[config.mk]
export PLATFORM = sky130hd
export DESIGN_NAME = dma_cmd_seq
export DESIGN_NICKNAME = d
export VERILOG_FILES = /design/src/rtl/dmaseq_pkg.sv /design/src/rtl/dmaseq_decode.sv /design/src/rtl/dmaseq_collect.sv /design/src/rtl/dmaseq_out.sv /design/src/rtl/dma_cmd_seq.sv
export SDC_FILE = /design/constraint.sdc
export NUM_CORES = 1
export LEC_CHECK = 0
export ABC_AREA = 1
export BUFFER_PORTS_ARGS = -buffer_cell sky130_fd_sc_hd__buf_4
export CAP_MARGIN = 20
export CORE_ASPECT_RATIO = 1.4
export CORE_MARGIN = 2
export CORE_UTILIZATION = 54
export CTS_CLUSTER_DIAMETER = 100
export DETAILED_ROUTE_END_ITERATION = 12
export PLACE_DENSITY = 0.8
export SETUP_SLACK_MARGIN = 0.05
export SLEW_MARGIN = 30
export SYNTH_ARGS = -nofsm -noshare
export SYNTH_HDL_FRONTEND = slang
export SYNTH_SLANG_ARGS = --single-unit
[constraint.sdc]
create_clock -name clk -period 2.1 [get_ports clk]
set_clock_uncertainty 0.1 [all_clocks]
set_input_delay 0.315 -clock clk [delete_from_list [all_inputs] [get_ports clk]]
set_output_delay 0.315 -clock clk [all_outputs]
set_load 0.1 [all_outputs]
[src/rtl/dmaseq_pkg.sv]
package dmaseq_pkg;
   // classification of one command write
   typedef enum logic [2:0] {
      K_NONE = 3'd0,
      K_S1   = 3'd1,
      K_S2   = 3'd2,
      K_S3   = 3'd3,
      K_S4   = 3'd4,
      K_BAD  = 3'd5
   } kind_t;

   // which step the tracker waits for
   typedef enum logic [1:0] {
      W_S1 = 2'd0,
      W_S2 = 2'd1,
      W_S3 = 2'd2,
      W_S4 = 2'd3
   } phase_t;

   localparam int          PAYLOAD_W  = 24;
   localparam int          BANK_W     = 2;
   localparam int          MODE_W     = 2;
   localparam int          WADDR_W    = PAYLOAD_W + BANK_W + MODE_W;
   localparam int          HALF_W     = 16;
   localparam int          MADDR_W    = 2 * HALF_W;
   localparam int          CNT_W      = 8;
   localparam logic [1:0]  PLANE_CTRL = 2'b10;
   localparam logic [6:0]  TAG1_HI    = 7'h10;
   localparam logic [7:0]  TAG2       = 8'h22;
   localparam logic [7:0]  TAG3       = 8'h23;
   localparam logic [7:0]  TAG4       = 8'h24;
endpackage

[src/rtl/dmaseq_decode.sv]
module dmaseq_decode
   import dmaseq_pkg::*;
(
   input  logic                 wr_valid,
   input  logic                 dma_en,
   input  logic [WADDR_W-1:0]   wr_addr,
   input  logic [31:0]          wr_data,
   output kind_t                kind,
   output logic [BANK_W-1:0]    bank,
   output logic [PAYLOAD_W-1:0] payload
);
   localparam int BANK_LSB = PAYLOAD_W;
   localparam int MODE_LSB = BANK_LSB + BANK_W;

   logic taken;
   logic hi_zero;

   assign taken   = wr_valid && dma_en &&
                    (wr_addr[MODE_LSB +: MODE_W] == PLANE_CTRL);
   assign hi_zero = (wr_data[31:16] == 16'h0000);
   assign bank    = wr_addr[BANK_LSB +: BANK_W];
   assign payload = wr_addr[PAYLOAD_W-1:0];

   always_comb begin
      kind = K_NONE;
      if (taken) begin
         if (!hi_zero)
            kind = K_BAD;
         else if (wr_data[15:9] == TAG1_HI)
            kind = K_S1;
         else if (wr_data[7:0] != 8'h00)
            kind = K_BAD;
         else if (wr_data[15:8] == TAG2)
            kind = K_S2;
         else if (wr_data[15:8] == TAG3)
            kind = K_S3;
         else if (wr_data[15:8] == TAG4)
            kind = K_S4;
         else
            kind = K_BAD;
      end
   end
endmodule

[src/rtl/dmaseq_collect.sv]
module dmaseq_collect
   import dmaseq_pkg::*;
#(
   parameter int PAGE_W     = 24,
   parameter bit CHECK_BANK = 1'b1
) (
   input  logic                 clk,
   input  logic                 rst_n,
   input  logic                 dma_en,
   input  logic                 pending,
   input  kind_t                kind,
   input  logic [BANK_W-1:0]    bank,
   input  logic [PAYLOAD_W-1:0] payload,
   input  logic [8:0]           dlow,
   output logic                 load,
   output logic                 seq_err,
   output phase_t               phase,
   output logic [BANK_W-1:0]    c_bank,
   output logic [PAGE_W-1:0]    c_page,
   output logic                 c_write,
   output logic [CNT_W-1:0]     c_count,
   output logic [MADDR_W-1:0]   c_addr,
   output logic [7:0]           c_burst,
   output logic                 c_irq
);
   phase_t            phase_n;
   logic              err_n;
   logic              cap1, cap2, cap3;
   logic              bank_ok;
   kind_t             want;
   logic [HALF_W-1:0] hi_q, lo_q;

   generate
      if (CHECK_BANK) begin : g_bank_chk
         assign bank_ok = (bank == c_bank);
      end else begin : g_bank_free
         assign bank_ok = 1'b1;
      end
   endgenerate

   always_comb begin
      unique case (phase)
         W_S2:    want = K_S2;
         W_S3:    want = K_S3;
         W_S4:    want = K_S4;
         default: want = K_S1;
      endcase
   end

   always_comb begin
      phase_n = phase;
      err_n   = 1'b0;
      load    = 1'b0;
      cap1    = 1'b0;
      cap2    = 1'b0;
      cap3    = 1'b0;
      if (!dma_en) begin
         phase_n = W_S1;
      end else if (kind != K_NONE) begin
         if (phase == W_S1) begin
            if (kind == K_S1) begin
               if (!pending) begin
                  cap1    = 1'b1;
                  phase_n = W_S2;
               end
            end else begin
               err_n = 1'b1;
            end
         end else if (kind == want && bank_ok) begin
            unique case (phase)
               W_S2: begin cap2 = 1'b1; phase_n = W_S3; end
               W_S3: begin cap3 = 1'b1; phase_n = W_S4; end
               default: begin load = 1'b1; phase_n = W_S1; end
            endcase
         end else begin
            err_n   = 1'b1;
            phase_n = W_S1;
         end
      end
   end

   always_ff @(posedge clk or negedge rst_n) begin
      if (!rst_n) begin
         phase   <= W_S1;
         seq_err <= 1'b0;
         c_bank  <= '0;
         c_page  <= '0;
         c_write <= 1'b0;
         c_count <= '0;
         hi_q    <= '0;
         lo_q    <= '0;
      end else begin
         phase   <= phase_n;
         seq_err <= err_n;
         if (cap1) begin
            c_bank  <= bank;
            c_page  <= payload[PAGE_W-1:0];
            c_write <= dlow[8];
            c_count <= dlow[7:0];
         end
         if (cap2) hi_q <= payload[23:8];
         if (cap3) lo_q <= payload[23:8];
      end
   end

   assign c_addr  = {hi_q, lo_q};
   assign c_burst = payload[15:8];
   assign c_irq   = payload[16];
endmodule

[src/rtl/dmaseq_out.sv]
module dmaseq_out
   import dmaseq_pkg::*;
#(
   parameter int PAGE_W = 24
) (
   input  logic               clk,
   input  logic               rst_n,
   input  logic               load,
   input  logic [BANK_W-1:0]  i_bank,
   input  logic [PAGE_W-1:0]  i_page,
   input  logic               i_write,
   input  logic [CNT_W-1:0]   i_count,
   input  logic [MADDR_W-1:0] i_addr,
   input  logic [7:0]         i_burst,
   input  logic               i_irq,
   input  logic               ready,
   output logic               valid,
   output logic [BANK_W-1:0]  o_bank,
   output logic [PAGE_W-1:0]  o_page,
   output logic               o_write,
   output logic [CNT_W-1:0]   o_count,
   output logic [MADDR_W-1:0] o_addr,
   output logic [7:0]         o_burst,
   output logic               o_irq
);
   always_ff @(posedge clk or negedge rst_n) begin
      if (!rst_n) begin
         valid   <= 1'b0;
         o_bank  <= '0;
         o_page  <= '0;
         o_write <= 1'b0;
         o_count <= '0;
         o_addr  <= '0;
         o_burst <= '0;
         o_irq   <= 1'b0;
      end else if (load) begin
         valid   <= 1'b1;
         o_bank  <= i_bank;
         o_page  <= i_page;
         o_write <= i_write;
         o_count <= i_count;
         o_addr  <= i_addr;
         o_burst <= i_burst;
         o_irq   <= i_irq;
      end else if (valid && ready) begin
         valid <= 1'b0;
      end
   end
endmodule

[src/rtl/dma_cmd_seq.sv]
module dma_cmd_seq
   import dmaseq_pkg::*;
#(
   parameter int PAGE_W     = 24,
   parameter bit CHECK_BANK = 1'b1
) (
   input  logic              clk,
   input  logic              rst_n,
   input  logic              dma_en,
   input  logic              wr_valid,
   input  logic [27:0]       wr_addr,
   input  logic [31:0]       wr_data,
   output logic              desc_valid,
   input  logic              desc_ready,
   output logic [1:0]        desc_bank,
   output logic [PAGE_W-1:0] desc_page,
   output logic              desc_write,
   output logic [7:0]        desc_count,
   output logic [31:0]       desc_addr,
   output logic [7:0]        desc_burst,
   output logic              desc_irq,
   output logic              seq_err
);
   generate
      if (PAGE_W < 1 || PAGE_W > PAYLOAD_W) begin : g_bad_page_w
         $error("dma_cmd_seq: PAGE_W must lie in 1..24");
      end
      if (WADDR_W != 28) begin : g_bad_addr_w
         $error("dma_cmd_seq: address layout must total 28 bits");
      end
   endgenerate

   kind_t                kind;
   logic [BANK_W-1:0]    bank;
   logic [PAYLOAD_W-1:0] payload;
   logic                 load;
   phase_t               seq_phase;
   logic [BANK_W-1:0]    c_bank;
   logic [PAGE_W-1:0]    c_page;
   logic                 c_write;
   logic [CNT_W-1:0]     c_count;
   logic [MADDR_W-1:0]   c_addr;
   logic [7:0]           c_burst;
   logic                 c_irq;

   dmaseq_decode u_decode (
      .wr_valid (wr_valid),
      .dma_en   (dma_en),
      .wr_addr  (wr_addr),
      .wr_data  (wr_data),
      .kind     (kind),
      .bank     (bank),
      .payload  (payload)
   );

   dmaseq_collect #(.PAGE_W(PAGE_W), .CHECK_BANK(CHECK_BANK)) u_collect (
      .clk     (clk),
      .rst_n   (rst_n),
      .dma_en  (dma_en),
      .pending (desc_valid),
      .kind    (kind),
      .bank    (bank),
      .payload (payload),
      .dlow    (wr_data[8:0]),
      .load    (load),
      .seq_err (seq_err),
      .phase   (seq_phase),
      .c_bank  (c_bank),
      .c_page  (c_page),
      .c_write (c_write),
      .c_count (c_count),
      .c_addr  (c_addr),
      .c_burst (c_burst),
      .c_irq   (c_irq)
   );

   dmaseq_out #(.PAGE_W(PAGE_W)) u_out (
      .clk     (clk),
      .rst_n   (rst_n),
      .load    (load),
      .i_bank  (c_bank),
      .i_page  (c_page),
      .i_write (c_write),
      .i_count (c_count),
      .i_addr  (c_addr),
      .i_burst (c_burst),
      .i_irq   (c_irq),
      .ready   (desc_ready),
      .valid   (desc_valid),
      .o_bank  (desc_bank),
      .o_page  (desc_page),
      .o_write (desc_write),
      .o_count (desc_count),
      .o_addr  (desc_addr),
      .o_burst (desc_burst),
      .o_irq   (desc_irq)
   );
endmodule

# Word level (Yosys, flattened, before mapping)

Cells that the tools add are included.

Flip-flop bits (word level): 147
Input bits: 65
Word-level logic and storage cells: 83

Equal/unequal tests: 14
Multiplexer cells: 42
Reductions and logical operators: 11

Operators by type and width:

| operator                                                              | count |
|---|---|
| 1-bit two-way mux                                                     | 28 |
| 8-bit by 6-bit equality test with 1-bit output, second input constant | 3 |
| 3-bit two-way mux                                                     | 6 |
| 16-bit logical NOT                                                    | 1 |
| 2-bit two-way mux                                                     | 6 |
| 3-bit one-hot mux with 3 select lines                                 | 1 |
| 8-bit nonzero test                                                    | 1 |
| 7-bit by 5-bit equality test with 1-bit output, second input constant | 1 |
| 2-bit equality test, second input constant                            | 3 |
| 3-bit != test, second input constant                                  | 2 |
| 1-bit logical AND                                                     | 4 |
| 2-bit one-hot mux with 2 select lines                                 | 1 |
| 3-bit by 1-bit equality test with 1-bit output, second input constant | 1 |
| 3-bit equality test                                                   | 1 |
| 3-bit AND reduction                                                   | 1 |
| 3-bit nonzero test                                                    | 1 |
| 2-bit by 1-bit equality test with 1-bit output, second input constant | 1 |
| 2-bit equality test                                                   | 1 |
| 2-bit logical NOT                                                     | 1 |
| 2-bit by 1-bit != test with 1-bit output, second input constant       | 1 |
| 2-bit nonzero test                                                    | 1 |
| 2-bit OR reduction                                                    | 1 |

# Depth between registers and ports, before layout

Depth in word-level cells: 15
Depth in mapped cells: 15
Gate-level depth less buffers: 13

# Hierarchy

From an unflattened synthesis, not the netlist that was laid out.

Cell total of the unflattened synthesis: 769
Area, all modules: 6,615.1 um^2

Modules (own cells, without submodules):

| module         | times used | cells each | area each (um^2) | seq. area each (um^2) |
|---|---|---|---|---|
| dmaseq_collect | 1          | 355        | 3,164.3          | 1,751.7 |
| dmaseq_out     | 1          | 326        | 2,957.8          | 1,926.8 |
| dmaseq_decode  | 1          | 88         | 493.0            | 0.0 |

# Least setup slack after synthesis

No wires, ideal clock.

Path type: register to register
From: register u_out.valid
To: register u_collect.c_bank[0]
Setup time: 83 ps
Arrival time: 1,738 ps
Required time: 1,917 ps
Path slack: 179 ps
Cell stages (with the launch flop): 7
Buffers on the path: 1
Clock period less this slack: 1,921 ps
Path through: dfrtp_1 > inv_1 > nand3_1 > nand3b_1 > clkbuf_1 > nand2_1 > o21ai_0

Cells in the longest elaborated chain, start to end: 5

Ends and longest elaborated chain:

| item                     | RTL line             | RTL |
|---|---|---|
| start: declaration       | dmaseq_out.sv:17     | `output logic valid,` |
| start signal: assignment | dmaseq_out.sv:28     | `valid <= 1'b0;` |
| start signal: assignment | dmaseq_out.sv:37     | `valid <= 1'b1;` |
| start signal: assignment | dmaseq_out.sv:46     | `valid <= 1'b0;` |
| 1-bit two-way mux        | dmaseq_collect.sv:62 | `if (!pending) begin` |
| 1-bit two-way mux        | dmaseq_collect.sv:61 | `if (kind == K_S1) begin` |
| 1-bit two-way mux        | dmaseq_collect.sv:60 | `if (phase == W_S1) begin` |
| 1-bit two-way mux        | dmaseq_collect.sv:59 | `end else if (kind != K_NONE) begin` |
| 1-bit two-way mux        | dmaseq_collect.sv:57 | `if (!dma_en) begin` |
| end signal: assignment   | dmaseq_collect.sv:96 | `c_bank <= bank;` |
| end: declaration         | dmaseq_collect.sv:18 | `output logic [BANK_W-1:0] c_bank,` |

No other way between the ends.
A chain may end at the register's enable or synchronous reset.

# Worst setup path after layout

From: register u_collect.phase[0]
To: register u_out.o_page[17]

Cells in the longest elaborated chain, start to end: 8

Ends and longest elaborated chain:

| item                                        | RTL line             | RTL |
|---|---|---|
| start: declaration                          | dmaseq_collect.sv:17 | `output phase_t phase,` |
| start signal: assignment                    | dmaseq_collect.sv:93 | `phase <= phase_n;` |
| 2-bit equality test (tied with other cells) | dmaseq_collect.sv:42 | `unique case (phase)` |
| 3-bit one-hot mux with 3 select lines       | dmaseq_collect.sv:42 |  |
| 3-bit equality test                         | dmaseq_collect.sv:69 | `end else if (kind == want && bank_ok) begin` |
| 1-bit logical AND                           | dmaseq_collect.sv:69 |  |
| 1-bit two-way mux                           | dmaseq_collect.sv:69 |  |
| 1-bit two-way mux *                         | dmaseq_collect.sv:60 |  |
| 1-bit two-way mux *                         | dmaseq_collect.sv:59 |  |
| 1-bit two-way mux *                         | dmaseq_collect.sv:57 |  |
| end signal: assignment                      | dmaseq_out.sv:39     | `o_page <= i_page;` |
| end: declaration                            | dmaseq_out.sv:19     | `output logic [PAGE_W-1:0] o_page,` |

Mark *: on every way between the ends. The rest lies on a longest branch, timed or not.

==> results.cfg <==
[run_status]
status = finished clean

[drt]
vias_per_cell = 5.15
drt_iter0_drc = 416
remaining_drc_errors = 0
routed_wl_mm = 15.5
vias = 5201
wl_per_cell_um = 15.3
drt-pass1-iter-count = 6
drtAntennaViolNets = 0

[run]
drv_cap = 0

[timing]
rsz0062_at_grt = false
setup_viol = 0
fin_crit_sh_pct = 94.5
worstMarginPinSlew_ns = 0.425
clock.fmax_ghz = 0.504
fin_crit_ns = 1.98
slew_headroom_pct = 71.7
drv_slew = 0
hold_viol = 0

[floorplanning]
core-area_mm2 = 0.0112
die_area_mm2 = 0.0122
fp.dieW_um = 94
io_pins = 143
initial_core_util_pct = 54.6
rows = 46
die_h_um = 130

[critical_path]
cp.required_ns = 2.30
cp.buffers_inverters = 4
cp_data_arrival_time_ns = 2.18
critical_path.cell_chain = inv_2 -> ha_4 -> inv_1 -> nand3_1 -> nand2_1 -> nor2_4 -> nand3_4 -> buf_12 -> buf_12 -> nand2_1 -> o21ai_1
slowest_stage = dfrtp_1
critPathMaxStageDelay_ns = 0.41
crit_family = simple AND/OR/NAND/NOR gates
path_class = register to register
cp_max_fo = 22
cp.depth = 11
setup.worst_path.end_class = register
cp-start-kind = register
r2r_cells = 11

[pwr]
p_leak_nw = 4.22
powerDensity_mw_per_mm2 = 796
ir_drop_mv = 0.595

[cells_and_area]
drive_gt1_share_pct = 24.3
final_cells = 1009
nFillCells = 798
layout_common_cells = nand2_1, dfrtp_1, buf_4
fin_nets = 921
layout_commonest_cell = nand2_1
post-route-util_pct = 73.0
n_antenna_cell = 0
multi_input_area_mm2 = 0.00185
regArea_mm2 = 0.00368
syn2layout_area_growth_pct = 33.8

[synthesis]
syn_nets = 767
yosysSeqAreaShare_pct = 60.1
ys_seq_elements = 147
synth_warnings = 0
netlist_area_mm2 = 0.00612
syn_inst = 698
synth.avg_cell_area_um2 = 8.77
ys_types = 26

[clock_tree]
cts_root_buf = clkbuf_16
h-tree-depth = 4
clock_path_buffers = 2
cts_tree = done
insertion_delay_ns = 0.42
path_clk_slew_ns = 0.06
clock-sinks = 147
cts_made_buffers = 17

[global_routing]
grt_usage_pct = 25.0
antenna_found_initial = 0
grt_max_degree = 71
overflow = 0
grt_pass1_wl_mm = 23.6
grt_pass1_vias = 5069

[placement]
dpl.hpwl_mm = 9.99
place_inst = 969
place_congestion = 0.841
portBuffers = 142

[hold_path]
hold_class = input port to register
hold_depth = 3
## synth_stat cells, drive strengths merged
| library cell | count | area (um2) |
|---|---|---|
| nand2 | 190 | 716 |
| dfrtp | 147 | 3680 |
| o21ai | 131 | 656 |
| inv | 120 | 450 |
| nor2 | 35 | 146 |
| nand3 | 28 | 158 |
| clkbuf | 17 | 63.8 |
| buf | 12 | 110 |
| ha | 4 | 50.1 |
| a21oi | 3 | 15.0 |
| nand3b | 3 | 26.3 |
| nand4 | 3 | 25.0 |
| nor3 | 2 | 10.0 |
| a31oi | 1 | 6.26 |
| clkinv | 1 | 3.75 |
| xor2 | 1 | 8.76 |
## worst min-delay path, delay by kind of cell
| kind | cells | cell delay [ns] |
|---|---|---|
| buf+inv | 1 | 0.09 |
| simple gates | 2 | 0.12 |
## layout make-up
class / count / share of cell area (%)
Timing Repair Buffer: 164 / 17.7
Clock buffer: 19 / 5.53
Clock inverter: 13 / 1.56
Multi-Input combinational cell: 401 / 22.6
Inverter: 121 / 5.54
Sequential cell: 147 / 44.9
Tap cell: 144 / 2.20
## sequential cells by signal, summed over array words and instances (netlist names)
name,flops
u_out.o_write,1
u_collect.phase,2
u_out.o_bank,2
u_out.o_page,24
u_collect.lo_q,16
u_collect.seq_err,1
u_out.o_irq,1
u_collect.c_bank,2
u_collect.c_write,1
u_out.o_addr,32
u_collect.hi_q,16
u_out.o_count,8
u_out.o_burst,8
u_collect.c_count,8
u_collect.c_page,24
u_out.valid,1
## metrics by stage
step	total power, mW	TNS, ns	hold slack, ns	instance area, um2	worst slack [ns]
after floorplan	3.36	0	-0.0806	6120	0.179
after global placement	3.59	0	0.163	7420	0.0241
after detailed placement	3.62	-2.72	0.164	7420	-0.0621
after CTS	6.54	0	0.0303	8030	0.0585
after global routing	6.78	0	0.0488	8190	0.0365
final	6.52	0	0.0363	8190	0.115
## final timing paths
path / start / end / slack (ns)
max in group asynchronous: rst_n / u_collect.c_bank[0]$_DFFE_PN0P_ / 0.97
worst max-delay path: u_collect.phase[0]$_DFFE_PN0P_ / u_out.o_page[17]$_DFFE_PN0P_ / 0.12
min in group asynchronous: rst_n / u_collect.hi_q[5]$_DFFE_PN0P_ / 0.29
worst min-delay path: wr_addr[15] / u_collect.lo_q[7]$_DFFE_PN0P_ / 0.04
worst min register to register: u_collect.c_page[5]$_DFFE_PN0P_ / u_collect.c_page[5]$_DFFE_PN0P_ / 0.38
worst max register to register: u_collect.phase[0]$_DFFE_PN0P_ / u_out.o_page[17]$_DFFE_PN0P_ / 0.12
## what timing repair did
action,CTS,global route
gates resized for setup,1,8
endpoints found under the setup margin,2,92
pin swaps,0,3
gates cloned,0,5
setup buffers,0,1
hold buffers,2,0
endpoints found under the hold margin,44,0
## logic make-up (layout without fill, tap and decap cells)
family,Yosys count,count (layout),synth area share (%)
xor gates and xnor gates,1,1,0.143
adders and majority gates,4,4,0.817
and+or+nand+nor,261,261,17.7
AOI/OAI and AO/OA,135,135,11.1
buffers and inverters,150,317,10.3
DFF,147,147,60.1
## routing by layer
metal,global-route usage [%],vias up,share of wire [%]
met5,0,-,0
met4,8.61,0,3.0
met3,5.95,48,5.5
met2,45.1,223,54
met1,29.2,2461,37
li1,-,2469,-
## power breakdown
group / switching, mW / internal [mW] / leakage (nW)
combinational: 0.311 / 0.212 / 1.94
sequential: 0.0904 / 2.99 / 2.01
clock: 1.21 / 1.71 / 0.270
total: 1.62 / 4.91 / 4.22
Power figures use the tool's default switching activity.
